===== config.mk =====
export PLATFORM = sky130hd
export DESIGN_NAME = alu8_slice
export DESIGN_NICKNAME = d
export VERILOG_FILES = /design/src/rtl/alu8_pkg.sv /design/src/rtl/alu8_decode.sv /design/src/rtl/alu8_regfile.sv /design/src/rtl/alu8_core.sv /design/src/rtl/alu8_slice.sv
export SDC_FILE = /design/constraint.sdc
export NUM_CORES = 1
export LEC_CHECK = 0
export BUFFER_PORTS_ARGS = -buffer_cell sky130_fd_sc_hd__buf_2
export CORE_MARGIN = 2
export CORE_UTILIZATION = 35
export CTS_BUF_LIST = sky130_fd_sc_hd__clkbuf_4 sky130_fd_sc_hd__clkbuf_8 sky130_fd_sc_hd__clkbuf_16
export CTS_CLUSTER_DIAMETER = 100
export CTS_CLUSTER_SIZE = 24
export DETAILED_ROUTE_END_ITERATION = 12
export GPL_ROUTABILITY_DRIVEN = 0
export SLEW_MARGIN = 20
export SYNTH_ARGS = -nofsm -noshare
export SYNTH_HDL_FRONTEND = slang
export SYNTH_SLANG_ARGS = --single-unit
export TNS_END_PERCENT = 20

===== constraint.sdc =====
create_clock -name clk -period 5.55 [get_ports clk]
set_input_delay 0.2775 -clock clk [delete_from_list [all_inputs] [get_ports clk]]
set_output_delay 0.2775 -clock clk [all_outputs]
set_load 0.01 [all_outputs]

===== src/rtl/alu8_pkg.sv =====
package alu8_pkg;
    localparam int DATA_W  = 8;
    localparam int REG_N   = 32;
    localparam int ADDR_W  = $clog2(REG_N);
    localparam int HALF_B  = DATA_W / 2 - 1;

    localparam int FL_C = 0;
    localparam int FL_Z = 1;
    localparam int FL_N = 2;
    localparam int FL_V = 3;
    localparam int FL_S = 4;
    localparam int FL_H = 5;

    typedef enum logic [2:0] {
        OP_NONE = 3'd0,
        OP_ADD  = 3'd1,
        OP_ADC  = 3'd2,
        OP_AND  = 3'd3,
        OP_ANDI = 3'd4,
        OP_ASR  = 3'd5
    } alu_op_e;
endpackage


===== src/rtl/alu8_decode.sv =====
module alu8_decode
    import alu8_pkg::*;
(
    input  logic [15:0]        opcode,
    output alu_op_e            kind,
    output logic [ADDR_W-1:0]  dst,
    output logic [ADDR_W-1:0]  src,
    output logic [DATA_W-1:0]  imm
);
    logic [ADDR_W-1:0] dst_full;
    logic [ADDR_W-1:0] dst_high;

    assign dst_full = opcode[8:4];
    assign dst_high = {1'b1, opcode[7:4]};
    assign src      = {opcode[9], opcode[3:0]};
    assign imm      = {opcode[11:8], opcode[3:0]};

    always_comb begin
        kind = OP_NONE;
        if (opcode[15:10] == 6'b000011)
            kind = OP_ADD;
        else if (opcode[15:10] == 6'b000111)
            kind = OP_ADC;
        else if (opcode[15:10] == 6'b001000)
            kind = OP_AND;
        else if (opcode[15:12] == 4'b0111)
            kind = OP_ANDI;
        else if (opcode[15:9] == 7'b1001010 && opcode[3:0] == 4'b0101)
            kind = OP_ASR;
    end

    // Immediate form reaches only the upper half of the register file.
    assign dst = (kind == OP_ANDI) ? dst_high : dst_full;
endmodule


===== src/rtl/alu8_regfile.sv =====
module alu8_regfile
    import alu8_pkg::*;
(
    input  logic               clk,
    input  logic               rst_n,
    input  logic               ex_we,
    input  logic [ADDR_W-1:0]  ex_addr,
    input  logic [DATA_W-1:0]  ex_data,
    input  logic               ld_we,
    input  logic [ADDR_W-1:0]  ld_addr,
    input  logic [DATA_W-1:0]  ld_data,
    input  logic [ADDR_W-1:0]  ra_addr,
    output logic [DATA_W-1:0]  ra_data,
    input  logic [ADDR_W-1:0]  rb_addr,
    output logic [DATA_W-1:0]  rb_data,
    input  logic [ADDR_W-1:0]  rc_addr,
    output logic [DATA_W-1:0]  rc_data
);
    logic [DATA_W-1:0] mem_q [REG_N];

    for (genvar gi = 0; gi < REG_N; gi++) begin : g_reg
        always_ff @(posedge clk) begin
            if (!rst_n)
                mem_q[gi] <= '0;
            else if (ex_we && ex_addr == ADDR_W'(gi))
                mem_q[gi] <= ex_data;
            else if (ld_we && ld_addr == ADDR_W'(gi))
                mem_q[gi] <= ld_data;
        end
    end

    assign ra_data = mem_q[ra_addr];
    assign rb_data = mem_q[rb_addr];
    assign rc_data = mem_q[rc_addr];
endmodule


===== src/rtl/alu8_core.sv =====
module alu8_core
    import alu8_pkg::*;
(
    input  alu_op_e            kind,
    input  logic [DATA_W-1:0]  opd,
    input  logic [DATA_W-1:0]  ops,
    input  logic [DATA_W-1:0]  sreg_in,
    output logic [DATA_W-1:0]  res,
    output logic               we,
    output logic [DATA_W-1:0]  sreg_out
);
    logic [DATA_W:0]   sum;
    logic              cin;
    logic [DATA_W-1:0] hc_vec;
    logic              f_c, f_v, f_h, f_n;

    assign cin    = (kind == OP_ADC) ? sreg_in[FL_C] : 1'b0;
    assign sum    = {1'b0, opd} + {1'b0, ops} + {{DATA_W{1'b0}}, cin};
    assign hc_vec = (opd & ops) | (ops & ~sum[DATA_W-1:0]) | (~sum[DATA_W-1:0] & opd);

    always_comb begin
        res = '0;
        we  = 1'b1;
        f_c = sreg_in[FL_C];
        f_h = sreg_in[FL_H];
        f_v = sreg_in[FL_V];
        unique case (kind)
            OP_ADD, OP_ADC: begin
                res = sum[DATA_W-1:0];
                f_c = sum[DATA_W];
                f_h = hc_vec[HALF_B];
                f_v = ((res ^ ops) & (res ^ opd)) >> (DATA_W-1) != 0;
            end
            OP_AND, OP_ANDI: begin
                res = opd & ops;
                f_v = 1'b0;
            end
            OP_ASR: begin
                res = {opd[DATA_W-1], opd[DATA_W-1:1]};
                f_c = opd[0];
                f_v = opd[DATA_W-1] ^ opd[0];
            end
            default: begin
                we = 1'b0;
            end
        endcase
    end

    assign f_n = res[DATA_W-1];

    always_comb begin
        sreg_out = sreg_in;
        if (we) begin
            sreg_out[FL_C] = f_c;
            sreg_out[FL_Z] = (res == '0);
            sreg_out[FL_N] = f_n;
            sreg_out[FL_V] = f_v;
            sreg_out[FL_S] = f_n ^ f_v;
            sreg_out[FL_H] = f_h;
        end
    end
endmodule


===== src/rtl/alu8_slice.sv =====
module alu8_slice
    import alu8_pkg::*;
(
    input  logic                clk,
    input  logic                rst_n,
    input  logic [15:0]         opcode,
    input  logic                ld_en,
    input  logic [ADDR_W-1:0]   ld_addr,
    input  logic [DATA_W-1:0]   ld_data,
    input  logic [ADDR_W-1:0]   rd_addr,
    output logic [DATA_W-1:0]   rd_data,
    output logic [DATA_W-1:0]   status
);
    alu_op_e           op_kind;
    logic [ADDR_W-1:0] dst_a, src_a;
    logic [DATA_W-1:0] imm_k, d_val, r_val, b_val;
    logic [DATA_W-1:0] ex_res, sreg_nx, sreg_q;
    logic              ex_we;

    alu8_decode u_dec (
        .opcode (opcode),
        .kind   (op_kind),
        .dst    (dst_a),
        .src    (src_a),
        .imm    (imm_k)
    );

    alu8_regfile u_rf (
        .clk     (clk),
        .rst_n   (rst_n),
        .ex_we   (ex_we),
        .ex_addr (dst_a),
        .ex_data (ex_res),
        .ld_we   (ld_en),
        .ld_addr (ld_addr),
        .ld_data (ld_data),
        .ra_addr (dst_a),
        .ra_data (d_val),
        .rb_addr (src_a),
        .rb_data (r_val),
        .rc_addr (rd_addr),
        .rc_data (rd_data)
    );

    assign b_val = (op_kind == OP_ANDI) ? imm_k : r_val;

    alu8_core u_core (
        .kind     (op_kind),
        .opd      (d_val),
        .ops      (b_val),
        .sreg_in  (sreg_q),
        .res      (ex_res),
        .we       (ex_we),
        .sreg_out (sreg_nx)
    );

    always_ff @(posedge clk) begin
        if (!rst_n)
            sreg_q <= '0;
        else
            sreg_q <= sreg_nx;
    end

    assign status = sreg_q;
endmodule


==> run_results.csv <==
group,metric,value,unit
grt,grt_overflow,0,
synth,synth_edf_count,256,
power,clkPwrFrac,27.8,%
synth,seq_area_frac_synth,42.9,%
cells_and_area,nets,1276,
floorplanning,io_pins,53,
clock_tree,h-tree-depth,1,
placement,dp_hpwl,49000,µm
critical_path,cp.arrival,5.29,ns
clock_tree,clock_sinks,262,
clock_tree,cts-root-buf,"clkbuf_16",
sta,finalSetupViolations,0,
power,internal-power,3.19,mW
floorplanning,row_count,83,
placement,numPortBuffers,50,
drt,drc,0,
critical_path,path_class,"reg -> reg",
placement,pre_cts_ws,0.486,ns
clock_tree,clock_path_buffers,3,
drt,wl,67300,µm
placement,placed_cell_area,19100,µm²
synth,syn_avg_cell_area,14.3,µm²
synth,yosysWarningCount,0,
power,combPwrFrac,20.0,%
power,switching_share,29.0,%
critical_path,path_cells,"mux4_2 -> mux4_2 -> nand2b_1 -> and3_1 -> inv_1 -> fa_1 -> inv_1 -> fa_1 -> nor2b_1 -> o21a_1 -> or3_1 -> a32oi_1 -> o21ai_4 -> or4_1 -> or4_1 -> a21boi_1",
sta,slew_headroom,13.1,%
floorplanning,dieArea,53900,µm²
synth,synthCells,1272,
sta,fmax,0.207,GHz
drt,drt_iter0_drc,2556,
synth,synth_flop_cell,"edfxtp_1",
clock_tree,post_cts.repair.setup_buffers,0,
drt,vias,13700,
critical_path,worst_ep_required_time,6.02,ns
sta,rsz0062_at_grt,"no",
critical_path,start_kind,"register",
sta,fin_crit,4.83,ns
clock_tree,clk_pin_slew,0.11,ns
clock_tree,tritoncts,"built",
grt,grt_max_degree,39,
clock_tree,clk_latency,0.53,ns
cells_and_area,num-fill-cells,4752,
clock_tree,postCtsHoldBufs,0,
drt,avgViaCountPerCell,7.16,
sta,finClkSkew,0.0465,ns
critical_path,crit_path_max_incr_delay,0.51,ns
sta,worst_slew_pin_slew,1.29,ns
outcome,status,"finished, final reports clean",
power,p_leak,6.74,nW
power,seq_power_share,52.1,%
cells_and_area,areaGrowthSynthToFinish,7.40,%
drt,wl_per_cell,35.2,µm
synth,synthesis.area,18200,µm²
grt,antenna_found_initial,4,
synth,ys_types,59,
sta,fin_ws,0.723,ns
critical_path,slowest_stage,"edfxtp_1",
grt,grt_pass1_vias,12800,
sta,hold_violations,0,
floorplanning,start_util,35.4,%
floorplanning,die_w,232,µm
hold_path,min_path_type,"in -> reg",
clock_tree,cts_buffers,15,
power,power.density,230,nW/µm²
critical_path,worstPathMaxFanout,4,
power,ir_drop,151,µV
synth,ys_ff_latch,262,
clock_tree,post_cts_resized,0,
drt,drt_pass1_iterations,5,
floorplanning,die_h,232,µm
sta,finalCritPeriodShare,87.0,%
critical_path,endpoint_kind,"register",
synth,synth-async-reset-ratio,0,%
cells_and_area,drive_gt1_share,29.7,%
grt,grt_pass1_wl,96100,µm
cells_and_area,final_common_cell,"edfxtp_1",
cells_and_area,design_area,19600,µm²
power,p_switching,1.30,mW
sta,drv_slew,0,
cells_and_area,layout_common_cells,"256 x edfxtp_1, 249 x a22o_1, 232 x mux4_2",
sta,setup_tns,0,ns
floorplanning,coreArea,51400,µm²
job,drv_cap,0,
drt,antenna_left,0,
grt,grtUsageTotal,24.9,%
-- cells by family (layout without fill, tap and decap cells) --
logic type                 count (synthesis)  in the layout  synth area share (%)
AOI/OAI and AO/OA                        309            309                  14.2
xor gates and xnor gates                   2              2                0.0962
adders and majority gates                 11             11                 0.880
buffers and inverters                    169            127                  3.79
DFF                                      262            262                  42.9
muxes                                    273            273                  31.0
other                                      1              6                0.0206
and+or+nand+nor                          245            245                  7.11
-- registers in the layout, summed over array words and instances, names as in the netlist --
signal      cells
u_rf.mem_q    256
status          6
-- final timing paths --
check	start	endpoint	slack, ns	cells after the start
setup / recovery	u_rf.mem_q[17][0]	status[1]	0.72	16
hold / removal	opcode[13]	status[0]	0.28	5
setup reg to reg	u_rf.mem_q[17][0]	status[1]	0.72	16
hold reg to reg	status[3]	status[3]	0.46	2
-- area by class of cell --
type	count	area, µm²	area share (%)
timing repair buffer	92	613	3.14
antenna	4	10.0	0.0512
inverter	15	56.3	0.288
clock inverter	4	58.8	0.301
multi-input combinational	842	9780	50.0
tap	680	851	4.35
sequential	262	7810	39.9
clock buffer	16	383	1.96
-- power groups by stage --
stage,combinational [mW],sequential (mW),clock [mW]
after detailed placement,0.878,2.37,0
after global placement,0.871,2.37,0
final,0.899,2.34,1.25
after floorplan,0.594,2.33,0
after CTS,0.881,2.33,1.23
after global routing,0.933,2.34,1.30
-- metrics by stage --
step	power, mW	instances	util, %	hold WS [ns]
after floorplan	2.92	1273	-	0.475
after global placement	3.24	1891	37.1	0.448
after global routing	4.57	1911	38.0	0.328
final	4.49	1915	38.0	0.277
after detailed placement	3.25	1891	37.1	0.455
after CTS	4.44	1911	38.0	0.281
-- layer usage --
| layer | global-route usage (%) | part of all wire, % |
|---|---|---|
| met5 | 0 | 0.059 |
| met4 | 10.4 | 4.9 |
| met3 | 6.19 | 15 |
| met2 | 35.5 | 42 |
| met1 | 36.2 | 38 |
-- synth_stat cells (9+ instances only) --
cell,number,share of area [%]
nand2_1,49,1.0
mux2i_1,32,1.8
nand3_1,20,0.55
buf_1,18,0.37
edfxtp_1,256,42
o21ai_0,13,0.36
mux4_2,232,29
nand3b_1,32,1.3
a21oi_1,9,0.25
inv_1,14,0.29
a22o_1,249,12
and3_1,32,1.1
buf_2,11,0.30
clkbuf_1,117,2.4
nor2_1,64,1.3
-- critical path: cells and delay by family, from the launching register on --
| family | cells | cell delay [ns] |
|---|---|---|
| compound gates | 4 | 0.72 |
| fa+ha+maj | 2 | 0.62 |
| buf+inv | 2 | 0.22 |
| flops | 1 | 0.51 |
| mux | 2 | 0.96 |
| simple gates | 6 | 1.76 |
(Power assumes the default switching activity.)
